--- src/rtl/scan_sel_pkg.sv ---
package scan_sel_pkg;

    // How the bridge came to be selected; NONE means waiting for an address.
    typedef enum logic [1:0] {
        MODE_NONE   = 2'd0,
        MODE_UNIQUE = 2'd1,
        MODE_BCAST  = 2'd2,
        MODE_MCAST  = 2'd3
    } sel_mode_e;

endpackage

--- src/rtl/scan_ir_shifter.sv ---
module scan_ir_shifter #(
    parameter int IR_W   = 8,
    parameter int SLOT_W = 6
) (
    input  logic              clk,
    input  logic              rst_n,
    input  logic              capture,
    input  logic              shift,
    input  logic              tdi,
    input  logic [SLOT_W-1:0] slot,
    output logic [IR_W-1:0]   ir_q,
    output logic              tdo
);
    localparam int TAG_W = IR_W - SLOT_W;

    typedef struct packed {
        logic [IR_W-1:0] ir;
    } shf_t;

    shf_t st_d, st_q;

    always_comb begin
        st_d = st_q;
        if (capture) begin
            st_d.ir = '0;
            st_d.ir[IR_W-1 -: SLOT_W] = slot;
            st_d.ir[1:0] = 2'b01;
        end else if (shift) begin
            st_d.ir = {tdi, st_q.ir[IR_W-1:1]};
        end
    end

    always_ff @(posedge clk or negedge rst_n) begin
        if (!rst_n) st_q <= '0;
        else        st_q <= st_d;
    end

    assign ir_q = st_q.ir;
    assign tdo  = st_q.ir[0];

    initial begin
        if (TAG_W < 2) $error("IR_W must leave two tag bits below the slot");
    end

    AST_CAPTURE_TAG: assert property (@(posedge clk) disable iff (!rst_n)
        capture |=> (ir_q[1:0] == 2'b01 && ir_q[IR_W-1 -: SLOT_W] == $past(slot)));
    AST_SHIFT_ENTRY: assert property (@(posedge clk) disable iff (!rst_n)
        (shift && !capture) |=> (ir_q[IR_W-1] == $past(tdi)));
endmodule

--- src/rtl/scan_addr_decode.sv ---
module scan_addr_decode #(
    parameter int SLOT_W = 6,
    parameter int GRP_W  = 2
) (
    input  logic [SLOT_W-1:0] addr,
    input  logic [SLOT_W-1:0] slot,
    input  logic [GRP_W-1:0]  grp,
    output logic              hit_unique,
    output logic              hit_bcast,
    output logic              hit_mcast
);
    localparam int TOP_CODE  = (1 << SLOT_W) - 1;
    localparam int MC_BASE   = TOP_CODE - ((1 << GRP_W) - 1);
    localparam int BC_CODE   = MC_BASE - 1;
    localparam int UNI_LIMIT = BC_CODE - 1;
    localparam logic [SLOT_W-1:0] BC_C  = SLOT_W'(BC_CODE);
    localparam logic [SLOT_W-1:0] UNI_C = SLOT_W'(UNI_LIMIT);

    always_comb begin
        hit_unique = (addr == slot) && (slot <= UNI_C);
        hit_bcast  = (addr == BC_C);
        hit_mcast  = (&addr[SLOT_W-1:GRP_W]) && (addr[GRP_W-1:0] == grp);
    end

    always_comb begin
        AST_ONE_MATCH_KIND: assert ($onehot0({hit_unique, hit_bcast, hit_mcast}));
    end
endmodule

--- src/rtl/scan_addr_select.sv ---
module scan_addr_select #(
    parameter int IR_W   = 8,
    parameter int SLOT_W = 6,
    parameter int GRP_W  = 2
) (
    input  logic              clk,
    input  logic              rst_n,
    input  logic              tap_reset,
    input  logic              tap_capture_ir,
    input  logic              tap_shift_ir,
    input  logic              tap_update_ir,
    input  logic              desel,
    input  logic              tdi,
    input  logic [SLOT_W-1:0] slot_id,
    input  logic              grp_we,
    input  logic [GRP_W-1:0]  grp_wdata,
    output logic              tdo,
    output logic              selected,
    output logic [GRP_W-1:0]  grp_value
);
    import scan_sel_pkg::*;

    typedef struct packed {
        sel_mode_e        mode;
        logic [GRP_W-1:0] grp;
    } sel_t;

    sel_t st_d, st_q;

    logic [IR_W-1:0] ir;
    logic            hit_u, hit_b, hit_m;

    scan_ir_shifter #(.IR_W(IR_W), .SLOT_W(SLOT_W)) u_shift (
        .clk     (clk),
        .rst_n   (rst_n),
        .capture (tap_capture_ir),
        .shift   (tap_shift_ir),
        .tdi     (tdi),
        .slot    (slot_id),
        .ir_q    (ir),
        .tdo     (tdo)
    );

    scan_addr_decode #(.SLOT_W(SLOT_W), .GRP_W(GRP_W)) u_dec (
        .addr       (ir[SLOT_W-1:0]),
        .slot       (slot_id),
        .grp        (st_q.grp),
        .hit_unique (hit_u),
        .hit_bcast  (hit_b),
        .hit_mcast  (hit_m)
    );

    always_comb begin
        st_d = st_q;
        if (tap_reset) begin
            st_d.mode = MODE_NONE;
            st_d.grp  = '0;
        end else begin
            if (grp_we && st_q.mode == MODE_UNIQUE) st_d.grp = grp_wdata;
            if (desel) begin
                st_d.mode = MODE_NONE;
            end else if (tap_update_ir && st_q.mode == MODE_NONE) begin
                if (hit_u)      st_d.mode = MODE_UNIQUE;
                else if (hit_b) st_d.mode = MODE_BCAST;
                else if (hit_m) st_d.mode = MODE_MCAST;
            end
        end
    end

    always_ff @(posedge clk or negedge rst_n) begin
        if (!rst_n) st_q <= '{mode: MODE_NONE, grp: '0};
        else        st_q <= st_d;
    end

    assign selected  = (st_q.mode != MODE_NONE);
    assign grp_value = st_q.grp;

    AST_TLR_CLEARS: assert property (@(posedge clk) disable iff (!rst_n)
        tap_reset |=> (!selected && grp_value == '0));
    AST_RISE_AFTER_UPDATE: assert property (@(posedge clk) disable iff (!rst_n)
        $rose(selected) |-> $past(tap_update_ir));
    AST_GRP_GUARD: assert property (@(posedge clk) disable iff (!rst_n)
        !$stable(grp_value) |-> ($past(tap_reset) || ($past(grp_we) && $past(st_q.mode) == MODE_UNIQUE)));
    AST_DESEL_KEEPS_GRP: assert property (@(posedge clk) disable iff (!rst_n)
        (desel && !tap_reset && !grp_we) |=> (!selected && $stable(grp_value)));
    AST_NO_HIT_WAITS: assert property (@(posedge clk) disable iff (!rst_n)
        (tap_update_ir && !selected && !hit_u && !hit_b && !hit_m) |=> !selected);
endmodule

--- config.mk ---
export PLATFORM = sky130hd
export DESIGN_NAME = scan_addr_select
export DESIGN_NICKNAME = d
export VERILOG_FILES = /design/src/rtl/scan_sel_pkg.sv /design/src/rtl/scan_ir_shifter.sv /design/src/rtl/scan_addr_decode.sv /design/src/rtl/scan_addr_select.sv
export SDC_FILE = /design/constraint.sdc
export NUM_CORES = 1
export LEC_CHECK = 0
export BUFFER_PORTS_ARGS = -buffer_cell sky130_fd_sc_hd__buf_4
export CAP_MARGIN = 20
export CELL_PAD_IN_SITES_DETAIL_PLACEMENT = 1
export CELL_PAD_IN_SITES_GLOBAL_PLACEMENT = 1
export CORE_MARGIN = 2
export CORE_UTILIZATION = 36
export CTS_CLUSTER_DIAMETER = 150
export DETAILED_ROUTE_END_ITERATION = 12
export PLACE_DENSITY = 0.84
export SLEW_MARGIN = 20
export SYNTH_ARGS = -nofsm -noshare
export SYNTH_HDL_FRONTEND = slang
export SYNTH_HIERARCHICAL = 1
export SYNTH_SLANG_ARGS = --single-unit
--- constraint.sdc ---
create_clock -name clk -period 1.9 [get_ports clk]
set_input_delay 0.57 -clock clk [delete_from_list [all_inputs] [get_ports clk]]
set_output_delay 0.57 -clock clk [all_outputs]
set_load 0.02 [all_outputs]
# --- Word level (Yosys, flattened, before mapping) ---
# Index checks and enable logic that the tools add are counted.
word_totals:
  reg_bits: 12
  inputBits: 17
  elab_cells: 29
op_classes:
  n_lt_le_gt_ge: 1
  eq_ne: 4
  muxes: 9
  reduce_logical: 12
op_table:
  columns: ["op", "n"]
  rows:
  - ["$mux 8", 2]
  - ["$mux 2", 6]
  - ["$eq 6x6->1", 1]
  - ["$eq 6x6->1 const B", 1]
  - ["$le 6x6->1 const B", 1]
  - ["$reduce_bool 2->1", 3]
  - ["$reduce_bool 5->1", 1]
  - ["$logic_and 1x1->1", 4]
  - ["$mux 4", 1]
  - ["$reduce_and 4->1", 1]
  - ["$reduce_bool 3->1", 1]
  - ["$eq 2x1->1 const B", 1]
  - ["$eq 2x2->1", 1]
  - ["$logic_not 2->1", 1]
  - ["$reduce_and 2->1", 1]

# --- Logic depth before layout (Yosys ltp) ---
logic_depth:
  word_depth: 8
  depth_mapped: 7
  depth_no_buf: 6

# --- By module ---
# Netlist, hierarchy kept.
modules_own_cells:
  columns: ["module", "n_inst", "cells_per_inst", "area_each_um2", "seq_area_each_um2"]
  rows:
  - ["scan_ir_shifter", 1, 33, 367.9, 200.2]
  - ["scan_addr_select", 1, 21, 224.0, 100.1]
  - ["scan_addr_decode", 1, 18, 128.9, 0.0]

# --- Worst setup path before layout ---
# Ideal clock, no wire load.
synth_path:
  kind: "flip-flop to flip-flop"
  startpoint: "register u_shift.st_q, in the netlist u_shift/ir_q[0]"
  endpoint: "register st_q[2] in the netlist's numbering"
  arrival_ns: 1.360
  t_required_ns: 1.806
  setup_slack_ns: 0.446
  path_stages_with_launch: 7
  period_less_slack_ns: 1.454
  cell_sequence: "dfrtp_1 buf_4 xor2_1 nor3_1 nor2b_1 o21ai_1 a211oi_1"
synth_between:
  elab_cells_between_ends: 12
synth_rtl:
  columns: ["item", "line", "source"]
  rows:
  - ["start: declaration", "scan_ir_shifter.sv:20", "shf_t st_d, st_q;"]
  - ["start signal: assignment", "scan_ir_shifter.sv:35", "else st_q <= st_d;"]
  - ["$eq 2x2->1", "scan_addr_decode.sv:22", "hit_mcast = (&addr[SLOT_W-1:GRP_W]) && (addr[GRP_W-1:0] == grp);"]
  - ["$logic_and 1x1->1", "scan_addr_decode.sv:22", null]
  - ["via hit_m", "scan_addr_select.sv:31", "logic hit_u, hit_b, hit_m;"]
  - ["$reduce_bool 5->1 (no line)", null, null]
  - ["$reduce_and 2->1 (no line)", null, null]
  - ["end signal: assignment", "scan_addr_select.sv:71", "if (!rst_n) st_q <= '{mode: MODE_NONE, grp: '0};"]
  - ["end signal: assignment", "scan_addr_select.sv:72", "else st_q <= st_d;"]
  - ["end: declaration", "scan_addr_select.sv:28", "sel_t st_d, st_q;"]
# The timed path passes the listed nets, and every way through them passes these cells. The select of a mux whose other input is x is not followed.
# A chain may end at the register's enable or synchronous reset.

# --- Worst setup path in the final report ---
layout_path:
  startpoint: "register st_q[3] in the netlist's numbering"
  endpoint: "output port selected"
layout_between:
  elab_chain_len: 1
layout_rtl:
  columns: ["item", "line", "source"]
  rows:
  - ["$reduce_bool 2->1", "scan_addr_select.sv:75", "assign selected = (st_q.mode != MODE_NONE);"]
  - ["end: declaration", "scan_addr_select.sv:18", "output logic selected,"]
# No other way between the ends.

==> run_results.csv <==
group,metric,value,unit
logic_synthesis,ys.warnings.count,6,
global_route,grt_remaining_overflow,0,
critical_path,path_cells,"or2_1 > buf_4",
clock_tree,cts_sinks,12,
logic_synthesis,syn_nets,89,
global_route,grt_max_degree,15,
pwr,vdd_ir_drop_max,0.000296,V
finish,post-route-util,46.2,%
clock_tree,ctsRootBufferMaster,"clkbuf_4",
route,vias,579,
clock_tree,clk_pin_slew,80,ps
logic_synthesis,synth.top_cell.area_share,41.7,%
finish,area_growth,23.3,%
critical_path,start_kind,"register",
die,num_io_pins,21,
logic_synthesis,synth_top_family_by_area,"simple AND/OR/NAND/NOR gates",
logic_synthesis,synth_xor_area_share,9.72,%
critical_path,cp_data_required_time,1330,ps
logic_synthesis,syn_area,721,µm²
logic_synthesis,synth-seq-area-share,41.7,%
sta,clock_skew,5.31,ps
clock_tree,clockBufferDepth,2,
logic_synthesis,synth_fa_ha_area_share,0,%
logic_synthesis,netlist_instances,72,
hold_path,min_path_type,"input pin to async pin",
route,route.detailed.drc,0,
logic_synthesis,ys_ff_latch,12,
route,route.antenna.remaining_nets,0,
route,wl_per_cell,13.9,µm
logic_synthesis,synth.most_common_cell,"dfrtp_1",
sta,final.setup.tns,0,ps
logic_synthesis,synth_commonest_cells,"12 x dfrtp_1, 9 x mux2i_1, 8 x nand2_1",
route,detail_route.first_pass.iterations,3,
finish,drive_gt1_share,31.1,%
die,coreArea,1920,µm²
die,die_y,48.7,µm
logic_synthesis,muxShareOfSynthArea,12.5,%
sta,worst_slack,235,ps
logic_synthesis,synthTopCellsByArea,"dfrtp_1 42%, mux2i_1 13%, xnor2_1 6.1%",
sta,finalHoldViolations,0,
logic_synthesis,synth_ff_type,"dfrtp_1",
finish,nNetsFinal,109,
place,dp_hpwl,1300,µm
sta,max_freq,0.601,GHz
global_route,grtUsageMet2,29.9,%
global_route,grt_pass1_vias,635,
clock_tree,postCtsSetupBuffers,0,
clock_tree,cts_tree,"built",
critical_path,crit_type,"register to output port",
sta,final.period_utilization,87.6,%
die,initial_utilization,37.5,%
place,pre_cts_ws,255,ps
critical_path,cp.arrival,1100,ps
logic_synthesis,synthDistinctLibCells,23,
sta,drv_slew,0,
global_route,grt_use_total,15.9,%
critical_path,endpoint_kind,"output port",
sta,final.min_clock_period,1670,ps
critical_path,max_stage_delay,430,ps
logic_synthesis,synth-compound-area-share,9.03,%
finish,design_area,888,µm²
pwr,power.total,0.555,mW
place,port_buffers,20,
die,die-area,2380,µm²
logic_synthesis,synth.avg_cell_area,10.0,µm²
global_route,grt_use_met1,18.2,%
critical_path,cp_max_fo,5,
sta,worst_pin_slew,273,ps
sta,finalSetupViolCount,0,
die,die_x,48.7,µm
clock_tree,h-tree-depth,1,
finish,diodes,0,
route,first_iter_violations,3,
place,gp_congestion,0.811,
route,drt_wl_total,1630,µm
logic_synthesis,yosys.area_share.simple,21.2,%
global_route,grt_use_met3,3.09,%
clock_tree,clock_latency,260,ps
logic_synthesis,synth-edff-count,0,
logic_synthesis,async_flop_share,100,%
run_status,status,"finished, final reports clean",
place,place_area,866,µm²
clock_tree,postCtsHoldBufs,0,
critical_path,crit_slowest_cell,"dfrtp_1",
sta,maxSlewHeadroom,81.7,%
pwr,power.density,625,nW/µm²
global_route,busiest_layer,"met2",
die,rows,16,
clock_tree,cts_buffers,3,
route,viasPerCell,4.95,
flow_run,drv_cap,0,
global_route,antenna_found_initial,0,
sta,grt_setup_unrepaired,"false",
clock_tree,cts_resized,0,
logic_synthesis,yosysTopAreaCell,"dfrtp_1",
pwr,leakagePower,0.433,nW
global_route,grt_pass1_wl,2960,µm
[final cells by class]
type	count	area, µm²
inverter	1	3.75
sequential	12	300
timing repair buffer	20	150
tap	27	33.8
clock buffer	3	22.5
multi-input combinational	54	378
fill	251	1030
[path summary, 6_finish.rpt]
check                                             from                          end  slack [ps]  cells past startpoint
max                                st_q[3]$_DFFE_PN0P_                     selected         230                      2
min                                              rst_n     grp_value[0]$_DFFE_PN0P_         130                      1
max reg2reg                u_shift/ir_q[1]$_DFFE_PN0P_          st_q[2]$_DFFE_PN0P_         480                      6
min reg2reg                u_shift/ir_q[7]$_DFFE_PN0P_  u_shift/ir_q[7]$_DFFE_PN0P_         570                      2
max in group asynchronous                        rst_n  u_shift/ir_q[6]$_DFFE_PN0P_        1610                      1
min in group clk                                 desel          st_q[3]$_DFFE_PN0P_         470                      2
[registers in the layout, indices dropped and copies added, names as in the netlist]
| signal | flops |
|---|---|
| grp_value | 2 |
| st_q | 2 |
| u_shift/ir_q | 8 |
[worst max-delay path, delay by kind of cell, from the launching register on]
family	cells	cell delay, ps
DFF	1	430
and+or+nand+nor	1	240
buffers and inverters	1	150
[cell usage in the layout, fill, tap and decap left out, drive strengths merged, types with 2 or more instances in the layout]
master  synthesis  final
xnor2           5      5
nand2           8      8
nor4            2      2
xor2            3      3
buf             5     20
nor3            3      3
nor2b           3      3
a21oi           2      2
dfrtp          12     12
nor2            5      5
o21ai           7      7
nand3           2      2
clkbuf          0      3
mux2i           9      9
[per-stage QoR]
step                      std cells  hold WS (ps)
after floorplan                  72           274
after global placement          114           417
after detailed placement        114           421
after CTS                       117           123
after global routing            117           119
final                           117           129
[cell families after synthesis]
family	count (synthesis)
and+or+nand+nor	26
DFF	12
AOI/OAI and AO/OA	11
muxes	9
xor gates and xnor gates	8
buffers and inverters	6
[metal layers]
| layer | up-vias | share of wire [%] |
|---|---|---|
| met5 | - | 0 |
| li1 | 281 | - |
| met3 | 0 | 4.8 |
| met4 | 0 | 0 |
| met2 | 16 | 54 |
| met1 | 282 | 41 |
[where the power goes]
group	total (mW)	internal [mW]	switching [mW]
Clock	0.153	0.0731	0.0794
Combinational	0.111	0.0575	0.0539
Sequential	0.291	0.271	0.0198
Power figures use the tool's default switching activity.
